## config.mk

```make
export PLATFORM = sky130hd
export DESIGN_NAME = odd_clk_div
export DESIGN_NICKNAME = d
export VERILOG_FILES = /design/src/rtl/odd_div_pkg.sv /design/src/rtl/odd_div_ring.sv /design/src/rtl/odd_div_merge.sv /design/src/rtl/odd_clk_div.sv
export SDC_FILE = /design/constraint.sdc
export NUM_CORES = 1
export LEC_CHECK = 0
export BUFFER_PORTS_ARGS = -buffer_cell sky130_fd_sc_hd__buf_2
export CORE_AREA = 2 2 39 41
export DETAILED_ROUTE_END_ITERATION = 12
export DIE_AREA = 0 0 41 43
export SLEW_MARGIN = 10
export SYNTH_ARGS = -nofsm -noshare
export SYNTH_HDL_FRONTEND = slang
export SYNTH_HIERARCHICAL = 1
export SYNTH_SLANG_ARGS = --single-unit
```

## constraint.sdc

```tcl
create_clock -name clk_in -period 0.98 [get_ports clk_in]
set_clock_uncertainty 0.2 [all_clocks]
set_input_delay 0.147 -clock clk_in [delete_from_list [all_inputs] [get_ports clk_in]]
set_output_delay 0.147 -clock clk_in [all_outputs]
set_load 0.005 [all_outputs]
```

## src/rtl/odd_div_pkg.sv

```systemverilog
`timescale 1ns/1ps
package odd_div_pkg;

    // Which edge of the source clock advances a ring
    typedef enum logic {
        EDGE_RISE = 1'b0,
        EDGE_FALL = 1'b1
    } edge_e;

    // Seed: the upper (n+1)/2 bits are ones, the lower (n-1)/2 bits are zeros
    function automatic logic [31:0] seed_pattern(input int n);
        logic [31:0] pat;
        pat = '0;
        for (int i = 0; i < n; i++) begin
            pat[i] = (i >= n / 2);
        end
        return pat;
    endfunction

endpackage

```

## src/rtl/odd_div_ring.sv

```systemverilog
`timescale 1ns/1ps
module odd_div_ring
    import odd_div_pkg::*;
#(
    parameter int    WIDTH = 3,
    parameter edge_e EDGE  = EDGE_RISE
) (
    input  logic clk,
    input  logic rst,
    output logic lsb
);

    localparam logic [31:0]      SEED_FULL = seed_pattern(WIDTH);
    localparam logic [WIDTH-1:0] SEED      = SEED_FULL[WIDTH-1:0];
    localparam int               ONES      = (WIDTH + 1) / 2;

    typedef struct packed {
        logic [WIDTH-1:0] ring;
    } ring_s;

    ring_s st_d;
    ring_s st_q;

    // Next state: rotate toward bit 0, bit 0 wraps into the top position
    always_comb begin
        st_d      = st_q;
        st_d.ring = {st_q.ring[0], st_q.ring[WIDTH-1:1]};
    end

    generate
        if (EDGE == EDGE_RISE) begin : g_rise
            always_ff @(posedge clk or posedge rst) begin
                if (rst) begin
                    st_q <= '{ring: SEED};
                end else begin
                    st_q <= st_d;
                end
            end

            AST_RING_WEIGHT: assert property (@(posedge clk) disable iff (rst)
                $countones(st_q.ring) == ONES);
        end else begin : g_fall
            always_ff @(negedge clk or posedge rst) begin
                if (rst) begin
                    st_q <= '{ring: SEED};
                end else begin
                    st_q <= st_d;
                end
            end

            AST_RING_WEIGHT: assert property (@(negedge clk) disable iff (rst)
                $countones(st_q.ring) == ONES);
        end
    endgenerate

    assign lsb = st_q.ring[0];

endmodule

```

## src/rtl/odd_div_merge.sv

```systemverilog
`timescale 1ns/1ps
module odd_div_merge (
    input  logic rise_bit,
    input  logic fall_bit,
    output logic div_clk
);

    // Single gate on the output path: both terms come straight from flops
    assign div_clk = rise_bit & fall_bit;

endmodule

```

## src/rtl/odd_clk_div.sv

```systemverilog
`timescale 1ns/1ps
module odd_clk_div
    import odd_div_pkg::*;
#(
    parameter int RATIO = 3
) (
    input  logic clk_in,
    input  logic rst,
    output logic clk_out
);

    localparam int HI_SAMPLES = (RATIO + 1) / 2;
    localparam int LO_SAMPLES = (RATIO - 1) / 2;
    localparam int CNT_W      = $clog2(RATIO + 1) + 1;
    localparam logic [CNT_W-1:0] CNT_MAX = '1;

    generate
        if ((RATIO != 3) && (RATIO != 5)) begin : g_bad_ratio
            $error("odd_clk_div: RATIO must be 3 or 5");
        end
    endgenerate

    logic rise_lsb;
    logic fall_lsb;

    odd_div_ring #(
        .WIDTH (RATIO),
        .EDGE  (EDGE_RISE)
    ) i_ring_rise (
        .clk (clk_in),
        .rst (rst),
        .lsb (rise_lsb)
    );

    odd_div_ring #(
        .WIDTH (RATIO),
        .EDGE  (EDGE_FALL)
    ) i_ring_fall (
        .clk (clk_in),
        .rst (rst),
        .lsb (fall_lsb)
    );

    odd_div_merge i_merge (
        .rise_bit (rise_lsb),
        .fall_bit (fall_lsb),
        .div_clk  (clk_out)
    );

    // Rising-edge view of the output, used only by the assertions below
    typedef struct packed {
        logic             lvl;
        logic             armed;
        logic [CNT_W-1:0] per_cnt;
        logic [CNT_W-1:0] hi_cnt;
    } mon_s;

    mon_s mon_d;
    mon_s mon_q;

    always_comb begin
        mon_d     = mon_q;
        mon_d.lvl = clk_out;
        if (clk_out && !mon_q.lvl) begin
            mon_d.armed   = 1'b1;
            mon_d.per_cnt = 1;
            mon_d.hi_cnt  = 1;
        end else begin
            if (mon_q.per_cnt != CNT_MAX) begin
                mon_d.per_cnt = mon_q.per_cnt + 1'b1;
            end
            if (!clk_out) begin
                mon_d.hi_cnt = '0;
            end else if (mon_q.hi_cnt != CNT_MAX) begin
                mon_d.hi_cnt = mon_q.hi_cnt + 1'b1;
            end
        end
    end

    always_ff @(posedge clk_in or posedge rst) begin
        if (rst) begin
            mon_q <= '0;
        end else begin
            mon_q <= mon_d;
        end
    end

    AST_PERIOD_RUN: assert property (@(posedge clk_in) disable iff (rst)
        (mon_q.armed && clk_out && !mon_q.lvl) |-> (mon_q.per_cnt == RATIO));

    AST_HIGH_RUN: assert property (@(posedge clk_in) disable iff (rst)
        (mon_q.lvl && !clk_out) |->
        ((mon_q.hi_cnt == HI_SAMPLES) || (mon_q.hi_cnt == LO_SAMPLES)));

    always @(negedge clk_in) begin
        if (rst) begin
            AST_OUT_LOW_IN_RST: assert (clk_out == 1'b0);
        end
    end

endmodule

```

======== Word level (Yosys, flattened, before mapping) ========
Index checks and enable logic that the tools add are counted.
storage, ports and cells
  word-level logic and storage cells ...... 3
  flip-flop bits (word level) ............. 6
  output and inout bits ................... 1
  input bits .............................. 2
operators by class
  bitwise gates (word level) .............. 1
operators with widths
  kind           number
  $and A1 B1 Y1  1

======== Depth between registers and ports, before layout ========
Gate-level depths: netlist (run 1).
  depth in word-level cells ............... 1
  gate-level depth with buffers ........... 1
  mapped depth without buffers ............ 1

======== Modules after synthesis ========
Netlist (run 1), hierarchy kept.
by module, submodules not included
  module                       cells an instance  area an instance (um^2)  seq. area each (um^2)  times used
  odd_div_ring at i_ring_fall  5                  85.1                     77.6                   1
  odd_div_ring at i_ring_rise  4                  81.3                     77.6                   1
  odd_div_merge                1                  6.3                      0.0                    1

==> results of run 1 <==
==> what timing repair did <==
item	CTS	global route
resized for setup	0	1
hold buffers	1	1
endpoints found under the setup margin	1	4
endpoints found under the hold margin	4	4
==> state kept, by name (all words and copies together), names as in the netlist <==
register and count:
i_ring_fall/st_q 3, i_ring_rise/st_q 3
==> cell type report <==
type | count | area [µm²]
Tap cell | 16 | 20.0
Timing Repair Buffer | 3 | 20.0
Multi-Input combinational cell | 1 | 6.26
Clock inverter | 2 | 7.51
Fill cell | 157 | 1140
Sequential cell | 6 | 155
Clock buffer | 4 | 26.3
Inverter | 2 | 7.51
==> cells by family (layout without fill, tap and decap cells) <==
kind of cell,count (synthesis),after routing,synth area share
AND/OR/NAND/NOR,1,1,0.0363
buffers and inverters,3,11,0.0652
flip-flops,6,6,0.898
==> per-stage QoR <==
step	cells	setup WS, ps	utilization	TNS [ps]
floorplan	10	-358	-	-358
global placement	28	-452	0.146	-452
detailed placement	28	-452	0.146	-452
CTS	34	-732	0.175	-1270
global route	34	-779	0.175	-1250
finish	34	-716	0.175	-1180
==> report_power, final <==
part           internal (mW)  switching (mW)  total [mW]
clock                  0.166           0.113       0.279
combinational        0.00475         0.00637      0.0111
sequential             0.250               0       0.250
==> placed cells by master (no fill, tap or decap), drive strengths merged <==
cell type,count
dfrtp,1
and2,1
dfrtn,1
inv,4
buf,2
dfstp,4
dlygate4sd3,1
clkbuf,4
==> worst max-delay path by stage <==
stage                        startpoint      end  cells past startpoint
floorplan           i_ring_fall/st_q[0]  clk_out                      1
global placement    i_ring_fall/st_q[0]  clk_out                      2
detailed placement  i_ring_fall/st_q[0]  clk_out                      2
CTS                 i_ring_fall/st_q[0]  clk_out                      2
global route        i_ring_fall/st_q[0]  clk_out                      2
finish              i_ring_fall/st_q[0]  clk_out                      2
==> layer usage <==
layer,global-route usage,wire length [µm],share of wire
met1,0.0324,119,0.36
met2,0.0688,164,0.50
met3,0.0785,45,0.14
met4,0.0800,0,0
met5,0,0,0
==> impl_metrics.tcl, run 1 <==
set metrics [dict create \
    slew_headroom 0.921 \
    final_nets 21 \
    clock_latency_ps 300 \
    ios 3 \
    grt_max_degree 5 \
    dieHeight_um 43 \
    synthTopCellsByCount "dfstp_2 (4), inv_1 (3), and2_1 (1), dfrtn_1 (1), dfrtp_1 (1)" \
    critPathTopFamily "flip-flops" \
    crit_slowest_cell "dfrtn_1" \
    rsz0062_at_grt "true" \
    static-leakage-power_nw 0.121 \
    reg2reg_slack_ps 210 \
    setup_viol 4 \
    end_kind "primary output" \
    async_flop_share 1.00 \
    grt_pass1_wl_um 496 \
    hold_end "i_ring_fall/st_q[2]" \
    worst-path-buf-inv 1 \
    reg2reg_from "i_ring_rise/st_q[2]" \
    avgSynthCellArea_um2 17.3 \
    yosys_warnings 6 \
    fin_ws_ps -716 \
    syn_inst 10 \
    vias_per_cell 2.68 \
    die_x_um 41 \
    synth_cell_types 5 \
    finalWirelength_um 329 \
    first_pass_iters 2 \
    synth.area.top_cells "dfstp_2 (61%), dfrtn_1 (14%), dfrtp_1 (14%), inv_1 (6.5%), and2_1 (3.6%)" \
    syn_nets 12 \
    power_density_nw_per_um2 2220 \
    path_cells "and2_1 > buf_2" \
    wl_per_cell_um 9.68 \
    synth.most_common_cell "dfstp_2" \
    min_path_cells 0 \
    tightestPinTransition_ps 118 \
    rr_endpoint "i_ring_rise/st_q[1]" \
    ant_nets 0 \
    dp_hpwl_um 243 \
    synth_edf_count 0 \
    antennaDiodeCount 0 \
    clk_pin_slew_ps 40 \
    first_global_vias 123 \
    syn_area_um2 173 \
    postLayoutCellArea_um2 243 \
    synth_top_area_frac 0.609 \
    initial_core_util 0.125 \
    num_rows 14 \
    cts.path.max_buffers 2 \
    failed_checks "negative setup slack" \
    hold_path.startpoint "i_ring_fall/st_q[0]" \
    htreeDepth 1 \
    synth_area_leader_cell "dfstp_2" \
    p_total_mw 0.540 \
    initialDrtViolationCount 1 \
    synth-main-ff-cell "dfstp_2" \
    routabilityCongestion 0.423 \
    cp-start-kind "flip-flop" \
    rr_worst_depth 0 \
    grt_use_total 0.0594 \
    numCtsBuffers 3 \
    core_area_um2 1380 \
    slowest_delay_ps 390 \
    maxCapViolCount 0 \
    path_class "reg -> out" \
    drive_above_1_share 0.556 \
    arrival_ps 1350 \
    grt-ovfl-total 0 \
    cp.required_ps 630 \
    placed_area_um2 203 \
    cts_tree "done" \
    area_growth_pct 40.6 \
    post_cts_buffers 0 \
    crit_fanout 2 \
    status "finished with violations" \
    root_buffer "clkbuf_4" \
    cts.sinks 6 \
    ir_worst_vdd_uv 234 \
    holdWs_ps 102 \
    vias 91 \
    io_buffers 2 \
    drv_slew 0 \
    fp.dieArea_um2 1760 \
    finalHoldViolations 0 \
    seq_area_frac_synth 0.899 \
    hold_class "reg -> reg" \
    ys_seq_elements 6 \
    antenna_found_initial 0 \
    drc 0 \
]
No activity file was read; power rests on OpenSTA's default activity.
==> run 2: changes to the inputs <==
- SYNTH_HIERARCHICAL: 1 -> not set
==> run 2 against run 1 <==
  * The run still ends with negative setup slack left
  * Largest power group unchanged
  * Clock power grew 3%
  * Flip-flop and latch count unchanged
  * Worst setup slack worse by 23 ps
  * Sequential power hardly changed
  * Die area is the same
  * Critical path depth unchanged
  * Via count increased by 18%
  * First-iteration DRC count rose to 3.0 times the previous value
  * Global-route usage is 0.060 points higher
  * Clock-buffer cell count did not move
  * Register-to-register slack got worse by 140 ps
==> impl_metrics.tcl, run 2 <==
set metrics [dict create \
    status "finished with violations" \
    failed_checks "negative setup slack" \
    fin_ws_ps -739 \
    crit_fanout 2 \
    async_flop_share 1.00 \
    path_class "reg -> out" \
    grt_max_degree 5 \
    maxCapViolCount 0 \
    final_cell_mix "buf_4 (5), dfstp_2 (4), inv_1 (3), clkbuf_4 (3), buf_2 (2)" \
    p_comb_frac 0.029 \
    placedCellCount 30 \
    grt-ovfl-total 0 \
    power_density_nw_per_um2 1990 \
    synth_top_area_frac 0.622 \
    seq_area_frac_synth 0.919 \
    end_kind "primary output" \
    synthTopCellsByCount "dfstp_2 (4), inv_1 (2), and2_1 (1), dfrtn_1 (1), dfrtp_1 (1)" \
    postLayoutCellArea_um2 277 \
    htreeDepth 1 \
    switching_share 0.230 \
    cts.path.max_buffers 2 \
    area_growth_pct 63.7 \
    first_pass_iters 2 \
    initial_core_util 0.122 \
    p_int_mw 0.425 \
    initialDrtViolationCount 3 \
    p_clk_frac 0.519 \
    drv_slew 0 \
    arrival_ps 1370 \
    drc 0 \
    routabilityCongestion 0.611 \
    synth_edf_count 0 \
    clock_latency_ps 310 \
    syn_inst 9 \
    finalHoldViolations 0 \
    antenna_found_initial 0 \
    static-leakage-power_nw 0.143 \
    die_x_um 41 \
    vias 107 \
    yosys_warnings 0 \
    synth_cell_types 5 \
    cp-start-kind "flip-flop" \
    finalWirelength_um 343 \
    reg_top3 "i_ring_fall.st_q (3), i_ring_rise.st_q (3)" \
    placed_area_um2 221 \
    cp.required_ps 630 \
    p_total_mw 0.552 \
    tightestPinTransition_ps 103 \
    root_buffer "clkbuf_4" \
    holdWs_ps 161 \
    syn_nets 11 \
    synth_area_leader_cell "dfstp_2" \
    core_area_um2 1380 \
    fillers 146 \
    final_nets 25 \
    io_buffers 2 \
    final_cells 38 \
    final_common_cell "buf_4" \
    grt_pass1_wl_um 600 \
    setup_viol 2 \
    num_rows 14 \
    dp_hpwl_um 218 \
    power.share.sequential 0.453 \
    cts_tree "done" \
    grt_use_total 0.0600 \
    dieHeight_um 43 \
    wl_per_cell_um 9.03 \
    drive_above_1_share 0.636 \
    p_switching_mw 0.127 \
    ios 3 \
    cts.sinks 6 \
    clk_pin_slew_ps 40 \
    ys_seq_elements 6 \
    first_global_vias 134 \
    antennaDiodeCount 0 \
    ant_nets 0 \
    vias_per_cell 2.82 \
    synth.area.top_cells "dfstp_2 (62%), dfrtn_1 (15%), dfrtp_1 (15%), inv_1 (4.4%), and2_1 (3.7%)" \
    ir_worst_vdd_uv 549 \
    rsz0062_at_grt "true" \
    avgSynthCellArea_um2 18.8 \
    hold_class "in -> async" \
    final_util 0.200 \
    numCtsBuffers 3 \
    synth-main-ff-cell "dfstp_2" \
    slew_headroom 0.931 \
    fp.dieArea_um2 1760 \
    synth.most_common_cell "dfstp_2" \
    syn_area_um2 169 \
]
[run 2: cell types whose count changed after synthesis, sizes merged]
cell  before  now
inv        3    2
[run 2: timing repair]
| action | 4_1_cts | 5_1_grt |
|---|---|---|
| gates resized for setup | 0 | 0 |
| hold endpoints to repair | 3 | 3 |
| setup endpoints to repair | 1 | 2 |
| buffers inserted | 1 | 1 |
| hold buffers | 1 | 1 |
[run 2: path summary, 6_finish.rpt]
check                                         start                  end  slack (ps)  cells past startpoint
worst max-delay path            i_ring_fall.st_q[0]              clk_out        -740                      2
worst min register to register  i_ring_fall.st_q[2]  i_ring_fall.st_q[1]         170                      0
min in group clk_in             i_ring_fall.st_q[2]  i_ring_fall.st_q[1]         170                      0
max in group asynchronous                       rst  i_ring_fall.st_q[0]        -180                      4
worst max register to register  i_ring_fall.st_q[0]  i_ring_fall.st_q[2]          70                      3
worst min-delay path                            rst  i_ring_fall.st_q[2]         160                      2
[run 2: kinds of logic (layout without fill, tap and decap cells)]
logic type | after synthesis | after routing | synth area share
flops | 6 | 6 | 0.918
buf+inv | 2 | 15 | 0.0445
simple gates | 1 | 1 | 0.0371
[run 2: metal layers]
layer	GRT usage	wire length, µm
met1	0.0669	156
met2	0.0750	174
met4	0.0400	0
met3	0.0471	12
met5	0	0
[run 2: metrics by stage]
step                TNS, ps  setup WS [ps]
finish                 -915           -739
global route          -1010           -803
CTS                    -910           -733
detailed placement     -469           -469
global placement       -461           -461
floorplan              -358           -358
[run 2: power groups by stage]
stage	sequential [mW]	clock [mW]	combinational, mW
after floorplan	0.253	0.0192	0.00381
after global placement	0.253	0.0192	0.0115
after global routing	0.249	0.332	0.0169
final	0.250	0.286	0.0157
after detailed placement	0.253	0.0192	0.0128
after CTS	0.250	0.300	0.0159
[run 2: cell type report]
class	count	area (µm²)	area share
sequential	6	155	0.561
timing repair buffer	8	57.6	0.208
clock buffer	4	26.3	0.0950
tap	16	20.0	0.0724
clock inverter	2	7.51	0.0271
multi-input combinational	1	6.26	0.0226
inverter	1	3.75	0.0136
[run 2: critical path, cell delays in order (launching register included)]
cell     delay (ps)
dfrtn_1         400
and2_1          120
buf_2           110
==> run 3: changes to the inputs <==
- ABC_AREA: not set -> 1
- CTS_CLUSTER_SIZE: not set -> 25
==> run 3 against run 2 <==
  * The run still ends with negative setup slack left
  * Largest cell class unchanged
  * Via count increased by 8.4%
  * Highest routed layer is now met4
  * Die area is the same
  * Non-clock buffer count is the same
  * Cell count rose by 2.6%
  * Register-to-register slack got worse by 30 ps
  * Flip-flop and latch count unchanged
  * Utilization grew 0.090 points
  * Synthesized area up 0.74%
  * Critical path type unchanged
==> impl_metrics.tcl, run 3 <==
set metrics [dict create \
    synth_area_leader_cell "dfstp_2" \
    synth_adder_area_share 0 \
    cts.path.max_buffers 2 \
    vias_per_cell 2.97 \
    reg_top3 "i_ring_fall.st_q (3), i_ring_rise.st_q (3)" \
    crit_fanout 2 \
    ant_nets 0 \
    synthTopCellsByCount "dfstp_2 (4), inv_1 (3), dfrtn_1 (1), dfrtp_1 (1), nand2_1 (1)" \
    slew_headroom 0.936 \
    io_buffers 2 \
    initialDrtViolationCount 0 \
    maxCapViolCount 0 \
    cts_tree "done" \
    async_flop_share 1.00 \
    clk_pin_slew_ps 40 \
    clock_latency_ps 300 \
    dieHeight_um 43 \
    synth.area.top_cells "dfstp_2 (62%), dfrtn_1 (15%), dfrtp_1 (15%), inv_1 (6.6%), nand2_1 (2.2%)" \
    cp-start-kind "flip-flop" \
    routabilityCongestion 0.614 \
    drc 0 \
    static-leakage-power_nw 0.150 \
    synth_top_family_by_area "buffers and inverters" \
    final_cell_mix "buf_4 (5), inv_1 (4), dfstp_2 (4)" \
    synthXorXnorAreaFrac 0 \
    rsz0062_at_grt "true" \
    drv_slew 0 \
    wl_per_cell_um 9.33 \
    antennaDiodeCount 0 \
    cts.sinks 6 \
    final_util 0.201 \
    drive_above_1_share 0.609 \
    yosys_warnings 0 \
    final.setup.tns_ps -878 \
    fp.dieArea_um2 1760 \
    synth-main-ff-cell "dfstp_2" \
    arrival_ps 1340 \
    first_global_vias 134 \
    htreeDepth 1 \
    holdWs_ps 154 \
    synth-compound-area-share 0 \
    synth_top_area_frac 0.618 \
    grt-ovfl-total 0 \
    synth.area.mux_share 0 \
    end_kind "primary output" \
    synth_cell_types 5 \
    failed_checks "negative setup slack" \
    synth_edf_count 0 \
    core_area_um2 1380 \
    synth.most_common_cell "dfstp_2" \
    antenna_found_initial 0 \
    p_total_mw 0.547 \
    ir_worst_vdd_uv 562 \
    avgSynthCellArea_um2 17.0 \
    grt_pass1_wl_um 538 \
    first_pass_iters 1 \
    syn_inst 10 \
    syn_nets 12 \
    final_common_cell "buf_4" \
    synthSimpleGateAreaFrac 0.0221 \
    area_growth_pct 63.2 \
    vias 116 \
    setup_viol 2 \
    seq_area_frac_synth 0.912 \
    cp.required_ps 630 \
    ios 3 \
    ys_seq_elements 6 \
    power_density_nw_per_um2 1970 \
    final_cells 39 \
    finalHoldViolations 0 \
    syn_area_um2 170 \
    hold_class "reg -> reg" \
    numCtsBuffers 3 \
    grt_max_degree 5 \
    initial_core_util 0.123 \
    placedCellCount 31 \
    finalWirelength_um 364 \
    tightestPinTransition_ps 96.6 \
    fin_ws_ps -710 \
    grt_use_total 0.0567 \
    root_buffer "clkbuf_4" \
    path_class "reg -> out" \
    status "finished with violations" \
    die_x_um 41 \
    num_rows 14 \
    final_nets 26 \
]
run 3: final timing paths:
check | from | end | slack [ps] | cells after the start
max | i_ring_fall.st_q[0] | clk_out | -710 | 3
min reg2reg | i_ring_fall.st_q[2] | i_ring_fall.st_q[1] | 150 | 0
max in group asynchronous | rst | i_ring_fall.st_q[0] | -170 | 4
max reg2reg | i_ring_fall.st_q[0] | i_ring_fall.st_q[2] | 40 | 3
min | i_ring_fall.st_q[2] | i_ring_fall.st_q[1] | 150 | 0
min in group asynchronous | rst | i_ring_fall.st_q[1] | 170 | 2
run 3: cells by family (layout without fill, tap and decap cells):
kind of cell | count (synthesis) | in the layout
flops | 6 | 6
buf+inv | 3 | 16
simple gates | 1 | 1
run 3: critical path: stages (launching register included):
cell and delay [ps]:
dfrtn_1 400, nand2_1 50, inv_1 40, buf_2 100
run 3: per-stage QoR:
step                      area, µm²  setup WS, ps
after global placement          223          -439
after floorplan                 170          -336
after detailed placement        223          -453
after CTS                       270          -713
final                           278          -710
after global routing            278          -776
run 3: cell type report:
type                            count  area [µm²]
Multi-Input combinational cell      1        3.75
Tap cell                           16        20.0
Sequential cell                     6         155
Inverter                            2        7.51
Clock buffer                        4        26.3
Clock inverter                      2        7.51
Timing Repair Buffer                8        57.6
Fill cell                         156        1110
run 3: power by group:
part | leakage, nW | switching [mW] | internal (mW)
clock network | 0.0256 | 0.116 | 0.166
logic | 0.0555 | 0.00655 | 0.00927
registers | 0.0692 | 0 | 0.250
total | 0.150 | 0.122 | 0.425
run 3: timing repair:
item	in CTS	in global routing
setup endpoints to repair	1	2
hold endpoints to repair	3	3
buffers inserted	1	1
hold buffers	1	1
resized for setup	0	0
run 3: per-layer routing:
| layer | global-route usage | part of all wire | up-vias |
|---|---|---|---|
| met5 | 0 | 0 | - |
| met4 | 0.100 | 0.058 | 0 |
| met3 | 0.0209 | 0.088 | 2 |
| met2 | 0.0781 | 0.57 | 5 |
| met1 | 0.0397 | 0.28 | 57 |
| li1 | - | - | 52 |
